File: src/rtl/duo_gpio_pkg.sv
package duo_gpio_pkg;
  typedef enum logic [1:0] {
    DIR_OFF     = 2'd0,
    DIR_OUT     = 2'd1,
    DIR_IN      = 2'd2,
    DIR_OUT_ALT = 2'd3
  } dir_code_e;

  localparam logic [1:0] ADDR_CTRL_A = 2'd0;
  localparam logic [1:0] ADDR_DATA_A = 2'd1;
  localparam logic [1:0] ADDR_CTRL_B = 2'd2;
  localparam logic [1:0] ADDR_DATA_B = 2'd3;

  function automatic logic code_is_in(input logic [1:0] c);
    return c == DIR_IN;
  endfunction

  function automatic logic code_is_out(input logic [1:0] c);
    return (c == DIR_OUT) || (c == DIR_OUT_ALT);
  endfunction
endpackage

File: src/rtl/duo_gpio_dir_decode.sv
module duo_gpio_dir_decode #(
  parameter int NPINS = 16
) (
  input  logic [2*NPINS-1:0] ctrl,
  output logic [NPINS-1:0]   in_mask,
  output logic [NPINS-1:0]   out_mask
);
  import duo_gpio_pkg::*;

  for (genvar g = 0; g < NPINS; g++) begin : g_pin
    assign in_mask[g]  = code_is_in(ctrl[2*g +: 2]);
    assign out_mask[g] = code_is_out(ctrl[2*g +: 2]);
  end
endmodule

File: src/rtl/duo_gpio_sync.sv
module duo_gpio_sync #(
  parameter int               W   = 16,
  parameter logic [W-1:0]     RST = '0
) (
  input  logic         clk,
  input  logic         rst_n,
  input  logic [W-1:0] d,
  output logic [W-1:0] q
);
  logic [W-1:0] stage1;

  always_ff @(posedge clk or negedge rst_n) begin
    if (!rst_n) begin
      stage1 <= RST;
      q      <= RST;
    end else begin
      stage1 <= d;
      q      <= stage1;
    end
  end
endmodule

File: src/rtl/duo_gpio_port.sv
module duo_gpio_port #(
  parameter int               NPINS  = 16,
  parameter logic [NPINS-1:0] IN_RST = '0,
  localparam int              CW     = 2 * NPINS
) (
  input  logic             clk,
  input  logic             rst_n,
  input  logic             ctrl_we,
  input  logic             data_we,
  input  logic [CW-1:0]    ctrl_wd,
  input  logic [NPINS-1:0] data_wd,
  input  logic [NPINS-1:0] pin_in,
  output logic [NPINS-1:0] pin_out,
  output logic [NPINS-1:0] pin_oe,
  output logic [CW-1:0]    ctrl_q,
  output logic [NPINS-1:0] rd_merge
);
  logic [NPINS-1:0] data_q;
  logic [NPINS-1:0] in_mask;
  logic [NPINS-1:0] out_mask;
  logic [NPINS-1:0] in_sync;

  always_ff @(posedge clk or negedge rst_n) begin
    if (!rst_n) begin
      ctrl_q <= '0;
      data_q <= '0;
    end else begin
      if (ctrl_we) ctrl_q <= ctrl_wd;
      if (data_we) data_q <= data_wd;
    end
  end

  duo_gpio_dir_decode #(.NPINS(NPINS)) u_dec (
    .ctrl     (ctrl_q),
    .in_mask  (in_mask),
    .out_mask (out_mask)
  );

  duo_gpio_sync #(.W(NPINS), .RST(IN_RST)) u_sync (
    .clk   (clk),
    .rst_n (rst_n),
    .d     (pin_in),
    .q     (in_sync)
  );

  assign pin_oe   = out_mask;
  assign pin_out  = data_q & out_mask;
  assign rd_merge = (in_sync & in_mask) | (data_q & out_mask);
endmodule

File: src/rtl/duo_gpio.sv
module duo_gpio #(
  parameter int                  PA_PINS   = 16,
  parameter int                  PB_PINS   = 4,
  parameter int                  DW        = 32,
  parameter logic [PA_PINS-1:0]  PA_IN_RST = 16'h0300
) (
  input  logic               clk,
  input  logic               rst_n,
  input  logic               bus_wr,
  input  logic               bus_rd,
  input  logic [1:0]         bus_addr,
  input  logic [DW-1:0]      bus_wdata,
  output logic [DW-1:0]      bus_rdata,
  output logic               bus_rvalid,
  input  logic [PA_PINS-1:0] pa_in,
  output logic [PA_PINS-1:0] pa_out,
  output logic [PA_PINS-1:0] pa_oe,
  input  logic [PB_PINS-1:0] pb_in,
  output logic [PB_PINS-1:0] pb_out,
  output logic [PB_PINS-1:0] pb_oe
);
  import duo_gpio_pkg::*;

  localparam int ACW = 2 * PA_PINS;
  localparam int BCW = 2 * PB_PINS;

  // named write events
  wire wr_ctrl_a = bus_wr && (bus_addr == ADDR_CTRL_A);
  wire wr_data_a = bus_wr && (bus_addr == ADDR_DATA_A);
  wire wr_ctrl_b = bus_wr && (bus_addr == ADDR_CTRL_B);
  wire wr_data_b = bus_wr && (bus_addr == ADDR_DATA_B);

  logic [ACW-1:0]     ctrl_a;
  logic [BCW-1:0]     ctrl_b;
  logic [PA_PINS-1:0] merge_a;
  logic [PB_PINS-1:0] merge_b;
  logic [DW-1:0]      rd_mux;

  duo_gpio_port #(.NPINS(PA_PINS), .IN_RST(PA_IN_RST)) u_port_a (
    .clk      (clk),
    .rst_n    (rst_n),
    .ctrl_we  (wr_ctrl_a),
    .data_we  (wr_data_a),
    .ctrl_wd  (bus_wdata[ACW-1:0]),
    .data_wd  (bus_wdata[PA_PINS-1:0]),
    .pin_in   (pa_in),
    .pin_out  (pa_out),
    .pin_oe   (pa_oe),
    .ctrl_q   (ctrl_a),
    .rd_merge (merge_a)
  );

  duo_gpio_port #(.NPINS(PB_PINS), .IN_RST('0)) u_port_b (
    .clk      (clk),
    .rst_n    (rst_n),
    .ctrl_we  (wr_ctrl_b),
    .data_we  (wr_data_b),
    .ctrl_wd  (bus_wdata[BCW-1:0]),
    .data_wd  (bus_wdata[PB_PINS-1:0]),
    .pin_in   (pb_in),
    .pin_out  (pb_out),
    .pin_oe   (pb_oe),
    .ctrl_q   (ctrl_b),
    .rd_merge (merge_b)
  );

  always_comb begin
    case (bus_addr)
      ADDR_CTRL_A: rd_mux = DW'(ctrl_a);
      ADDR_DATA_A: rd_mux = DW'(merge_a);
      ADDR_CTRL_B: rd_mux = DW'(ctrl_b);
      default:     rd_mux = DW'(merge_b);
    endcase
  end

  always_ff @(posedge clk or negedge rst_n) begin
    if (!rst_n) begin
      bus_rvalid <= 1'b0;
      bus_rdata  <= '0;
    end else begin
      bus_rvalid <= bus_rd;
      if (bus_rd) bus_rdata <= rd_mux;
    end
  end
endmodule

File: config.mk
export PLATFORM = sky130hd
export DESIGN_NAME = duo_gpio
export DESIGN_NICKNAME = d
export VERILOG_FILES = /design/src/rtl/duo_gpio_pkg.sv /design/src/rtl/duo_gpio_dir_decode.sv /design/src/rtl/duo_gpio_sync.sv /design/src/rtl/duo_gpio_port.sv /design/src/rtl/duo_gpio.sv
export SDC_FILE = /design/constraint.sdc
export NUM_CORES = 1
export LEC_CHECK = 0
export CORE_MARGIN = 2
export CORE_UTILIZATION = 45
export CTS_CLUSTER_SIZE = 16
export DETAILED_ROUTE_END_ITERATION = 7
export PLACE_DENSITY = 0.86
export SLEW_MARGIN = 5
export SYNTH_ARGS = -nofsm -noshare
export SYNTH_HDL_FRONTEND = slang
export SYNTH_SLANG_ARGS = --single-unit
File: constraint.sdc
create_clock -name clk -period 1.7 [get_ports clk]
set_input_delay 0.17 -clock clk [delete_from_list [all_inputs] [get_ports clk]]
set_output_delay 0.17 -clock clk [all_outputs]
set_load 0.005 [all_outputs]
# == Word-level counts from Yosys, hierarchy flattened ==
# Index checks and enable logic that the tools add are counted.
# word_totals
out_inout_bits,73
inputBits,58
reg_bits,133
wordCells,105
# op_classes
eq_ne,63
n_reduce_logical,25
mux,1
n_bitwise,6
# op_table
operator,n
$pmux W32 S3,1
$eq A2 B2 Y1 const B,42
$eq A2 B1 Y1 const B,21
$and A16 B16 Y16,2
$logic_or A1 B1 Y1,20
$or A16 B16 Y16,1
$and A4 B4 Y4,2
$logic_and A1 B1 Y1,4
$or A4 B4 Y4,1
$logic_not A2 Y1,1

# == Logic depth before layout (Yosys ltp) ==
# depth
depth_word,5
ltp_mapped,7
depth_no_buf,4

# == Hierarchy ==
# From an unflattened synthesis, not the netlist that was laid out.
# hier_totals
cells_unflattened,367
area_unflattened_um2,5480.3
# by_module_without_submodules
mod,n_inst,seq_area_each_um2,area_each_um2,cells_per_inst
duo_gpio_port (u_port_a),1,1201.2,2234.6,134
duo_gpio,1,825.8,1502.7,120
duo_gpio_sync (u_port_a.u_sync),1,805.8,805.8,32
duo_gpio_port (u_port_b),1,300.3,536.8,33
duo_gpio_sync (u_port_b.u_sync),1,200.2,200.2,8
duo_gpio_dir_decode (u_port_a.u_dec),1,0.0,160.2,32
duo_gpio_dir_decode (u_port_b.u_dec),1,0.0,40.0,8

# == Worst setup path after synthesis ==
# Ideal clock, no wire load.
# synth_path
path_kind,in2reg
from,input bus_addr[0]
to,register u_port_a.ctrl_q[11]
setup_time_ps,125
cell_stages,6
required_time_ps,1575
n_path_buf,3
path_slack_ps,442
arrival_ps,1133
path_cell_list,buf_6 nor2_4 and2_4 buf_6 buf_12 mux2_4
# synth_via
elab_chain_cells,2
# synth_rtl
element,line,text
start: declaration,duo_gpio.sv:11,"input logic [1:0] bus_addr,"
$logic_not A2 Y1,duo_gpio.sv:28,wire wr_ctrl_a = bus_wr && (bus_addr == ADDR_CTRL_A);
$logic_and A1 B1 Y1,duo_gpio.sv:28,
end signal: assignment,duo_gpio_port.sv:28,if (ctrl_we) ctrl_q <= ctrl_wd;
end: declaration,duo_gpio_port.sv:15,"output logic [CW-1:0] ctrl_q,"
# Every way passes these cells.
# A chain may end at the register's enable or synchronous reset.

# == Worst setup path in the final report ==
# layout_path
from,register u_port_a.ctrl_q[20]
to,output pa_out[10]
# layout_via
elab_chain_cells,3
word_cells_on_any_way,4
classes_between,eq/ne (2); bitwise (1); reduce/logical (1)
# layout_rtl
element,line,text
$eq A2 B1 Y1 or $eq A2 B2 Y1 (tied branches),duo_gpio_pkg.sv:19,return (c == DIR_OUT) || (c == DIR_OUT_ALT);
$logic_or A1 B1 Y1 *,duo_gpio_pkg.sv:19,
$and A16 B16 Y16 *,duo_gpio_port.sv:47,assign pin_out = data_q & out_mask;
end: declaration,duo_gpio.sv:16,"output logic [PA_PINS-1:0] pa_out,"
# Mark *: on every way between the ends. The rest lies on a longest branch, timed or not.

==> results.md <==
* Status: completed
* FF+latch count, synth at roughly 130
* Starting density of the core at 0.463
* CP Launch Point: u_port_a.ctrl_q[20]$_DFFE_PN0P_
* Cell area after synthesis at about 0.0053 mm^2
* Vias per std cell at roughly 5.2
* Critical Path Fanout Max at 5
* Most frequent cells in the layout: clkdlybuf4s50_1 (128), dfrtp_1 (127), mux2_2 (43)
* Drt wl/cell at roughly 19 um
* Post-synthesis net count at around 470
* CP required at approximately 1.5 ns
* Clk_skew at between 0.004 and 0.005 ns
* Compound-Gate Fraction of Synth Area at 0.0620
* Register area at 0.00334 mm^2
* Top-area cell type share of the netlist area at 0.608
* Minimum clock period at approximately 1.7 ns
* Vias in the first global route at 4012
* Area growth, synth to finish at 43.5%
* Type of the worst setup path: flip-flop to output port
* First-pass GRT wire length at roughly 21 mm
* Multi-input gate area at 0.00168 mm^2
* Clk slew on worst S/H paths at around 0.06 ns
* Utilization after layout at 0.664
* Reg2reg start: u_port_a.ctrl_q[4]$_DFFE_PN0P_
* Layout Nets at slightly above 600
* Pwr dens at 1240 mW/mm^2
* Grt ovf at 0
* Worst slew pin tran at approximately 0.29 ns
* Vias at ~3700
* Syn_area_per_cell at 13.0 um^2
* Critical path capture point type: output port
* Sequential area share after synthesis at 0.628
* Max Cap Viol at 0
* # IOs at about 130
* Hold Fails Final Rpt at 0
* H-tree levels at 4
* Seq pwr share at 0.411
* Final setup fails at 0
* DR DRC count at 0
* Max Buffers Root-to-Sink at 2
* Combinational fraction of design power at 0.193
* GRT Total Usage at 0.215
* Synth Area in XOR/XNOR at 0
* Area contributors post-synth: dfrtp_1 (61%), mux2_2 (9.1%), mux2_4 (6.2%)
* Detail Placement HPWL at slightly below 9 mm
* Leak at roughly 3.4 nW
* Final Power at about 9.5 mW
* DP Area at slightly below 0.007 mm^2
* Total CTS buffers at 17
* Arr. time, crit path at 1.50 ns
* Critical Path End: pa_out[10]
* FP Rows at 39
* Internal power at slightly above 7 mW
* Layout fillers at slightly above 800
* Area leader, netlist: dfrtp_1
* Register-to-Register Path Depth at 5
* Final wirelength at roughly 13 mm
* FMAX at 600 MHz
* Post-Syn Instances at just over 400
* Number of diodes at 0
* Clock power frac at 0.396
* Core area at about 0.011 mm^2
* Sw Ratio at 0.249
* Largest family of logic cells by synthesized area: multiplexers
* Initial antenna violation count at 0
* Die Footprint at approximately 0.013 mm^2
* Clk root buf: clkbuf_16
* Final instance area at approximately 0.0076 mm^2
* Share of cells above drive strength 1 at 0.276
* Commonest non-fill, non-tap cell in the layout: clkdlybuf4s50_1
* Final Cycle Share at 0.981
* Yosys warns at 0
* Reg2Reg Setup Slack at 0.21 ns
* Post-synthesis mux area share at 0.161
* PortBufs at 130
* Synth Area in Simple Gates at 0.0893
* Final ANT Viol Nets at 0
* Synth Area in Adders at 0
* Startpoint types: flip-flop
* Worst hold path class: input port to flip-flop
* # clock sinks at 133
* P_sw at between 2 and 2.5 mW
* Largest net degree at the start of global routing at 57
* Pins Over Slew Limit at 0
* CTS tree: done
* Slew Limit Headroom at 0.803
* TritonRoute pass-1 iters at 6
* Number of DRC markers in iteration 0 at approximately 220
* Die X at 113 um
* VDD IR max at 0.670 mV
* Clk_lat worst skew at 0.40 ns
* Synth unique cells at 36
* RR Endpoint: bus_rdata[2]$_DFFE_PN0P_
* Floorplan die height at approximately 110 um
* Gpl congestion at roughly 0.86
-- how the worst min path moves through the flow --
stage / slack [ns] / start / cells past startpoint / end
2_1_floorplan: -0.13 / rst_n / 0 / bus_rdata[0]$_DFFE_PN0P_
6_report: 0.18 / pa_in[8] / 1 / u_port_a.u_sync.stage1[8]$_DFF_PN1_
3_3_place_gp: 0.08 / rst_n / 1 / bus_rdata[23]$_DFFE_PN0P_
4_1_cts: 0.17 / pa_in[9] / 1 / u_port_a.u_sync.stage1[9]$_DFF_PN1_
5_1_grt: 0.17 / pa_in[9] / 1 / u_port_a.u_sync.stage1[9]$_DFF_PN1_
3_5_place_dp: 0.08 / rst_n / 1 / bus_rdata[23]$_DFFE_PN0P_
-- critical path, stage by stage, from the launching register on --
cell and delay, ns:
dfrtp_1 0.43, nand2_2 0.09, inv_1 0.08, clkdlybuf4s50_1 0.50
-- area by class of cell --
cell class / count / share of cell area
Inverter: 29 / 0.0143
Clock buffer: 18 / 0.0576
Sequential cell: 133 / 0.438
Timing Repair Buffer: 171 / 0.223
Multi-Input combinational cell: 211 / 0.220
Clock inverter: 14 / 0.0232
Tap cell: 143 / 0.0235
-- flip-flops by register name, indices dropped and copies added (netlist names) --
name	count
u_port_a.ctrl_q	32
u_port_a.u_sync.q	16
bus_rdata	32
u_port_b.data_q	4
u_port_b.ctrl_q	8
bus_rvalid	1
u_port_b.u_sync.stage1	4
u_port_b.u_sync.q	4
u_port_a.u_sync.stage1	16
u_port_a.data_q	16
-- routing by layer --
layer,GRT usage,vias up,part of all wire
met5,0,-,0
met4,0.0984,0,0.035
met3,0.0648,34,0.059
met2,0.345,133,0.49
met1,0.270,1872,0.42
li1,-,1680,-
-- logic make-up (layout without fill, tap and decap cells) --
logic type,count (synthesis),after routing
AO/OA/AOI/OAI,51,51
buffers and inverters,65,232
flip-flops,133,133
multiplexers,69,69
AND/OR/NAND/NOR,91,91
-- through the flow --
| stage | setup TNS [ns] | worst slack (ns) | hold WS, ns | cells |
|---|---|---|---|---|
| 2_1_floorplan | 0 | 0.442 | -0.126 | 409 |
| 3_3_place_gp | 0 | 0.0140 | 0.0778 | 664 |
| 3_5_place_dp | -0.847 | -0.0638 | 0.0811 | 664 |
| 4_1_cts | 0 | 0.00917 | 0.174 | 706 |
| 5_1_grt | -0.0332 | -0.0332 | 0.172 | 719 |
| 6_report | 0 | 0.0326 | 0.183 | 719 |
-- power groups by stage --
stage / sequential, mW / combinational, mW / clock (mW)
finish: 3.89 / 1.83 / 3.75
global route: 3.94 / 1.96 / 3.96
CTS: 3.88 / 1.73 / 3.81
detailed placement: 3.95 / 1.61 / 0
global placement: 3.93 / 1.56 / 0
floorplan: 3.85 / 0.737 / 0
-- timing repair --
action                     in CTS  in global routing
setup endpoints to repair       8                 15
hold endpoints to repair       37                  0
setup buffers                   9                 13
gates resized for setup         2                  9
hold buffers                    1                  0
-- cells in the mapped netlist --
| cell | count |
|---|---|
| dfrtp_1 | 129 |
| mux2_2 | 43 |
| nand2_1 | 38 |
| inv_1 | 29 |
| o21ai_0 | 28 |
| clkbuf_1 | 23 |
| mux2_4 | 22 |
| and2_1 | 13 |
| nor2_1 | 13 |
| a311oi_1 | 9 |
| nand3b_1 | 8 |
| a31oi_1 | 5 |
| buf_2 | 5 |
| nand2b_1 | 5 |
| buf_6 | 4 |
| dfstp_2 | 4 |
| mux2i_1 | 4 |
| o221ai_1 | 4 |
| and3b_1 | 3 |
| nand3_1 | 3 |
| buf_12 | 2 |
| a221oi_1 | 1 |
| a31o_2 | 1 |
| and2_4 | 1 |
| and2b_2 | 1 |
| and3_1 | 1 |
| buf_4 | 1 |
| clkbuf_2 | 1 |
| nand2_4 | 1 |
| nand3b_2 | 1 |
| nor2_4 | 1 |
| nor2b_1 | 1 |
| nor3_1 | 1 |
| o211ai_1 | 1 |
| o21a_1 | 1 |
| o221a_2 | 1 |
Note: power is estimated with default switching activity, not from simulation.
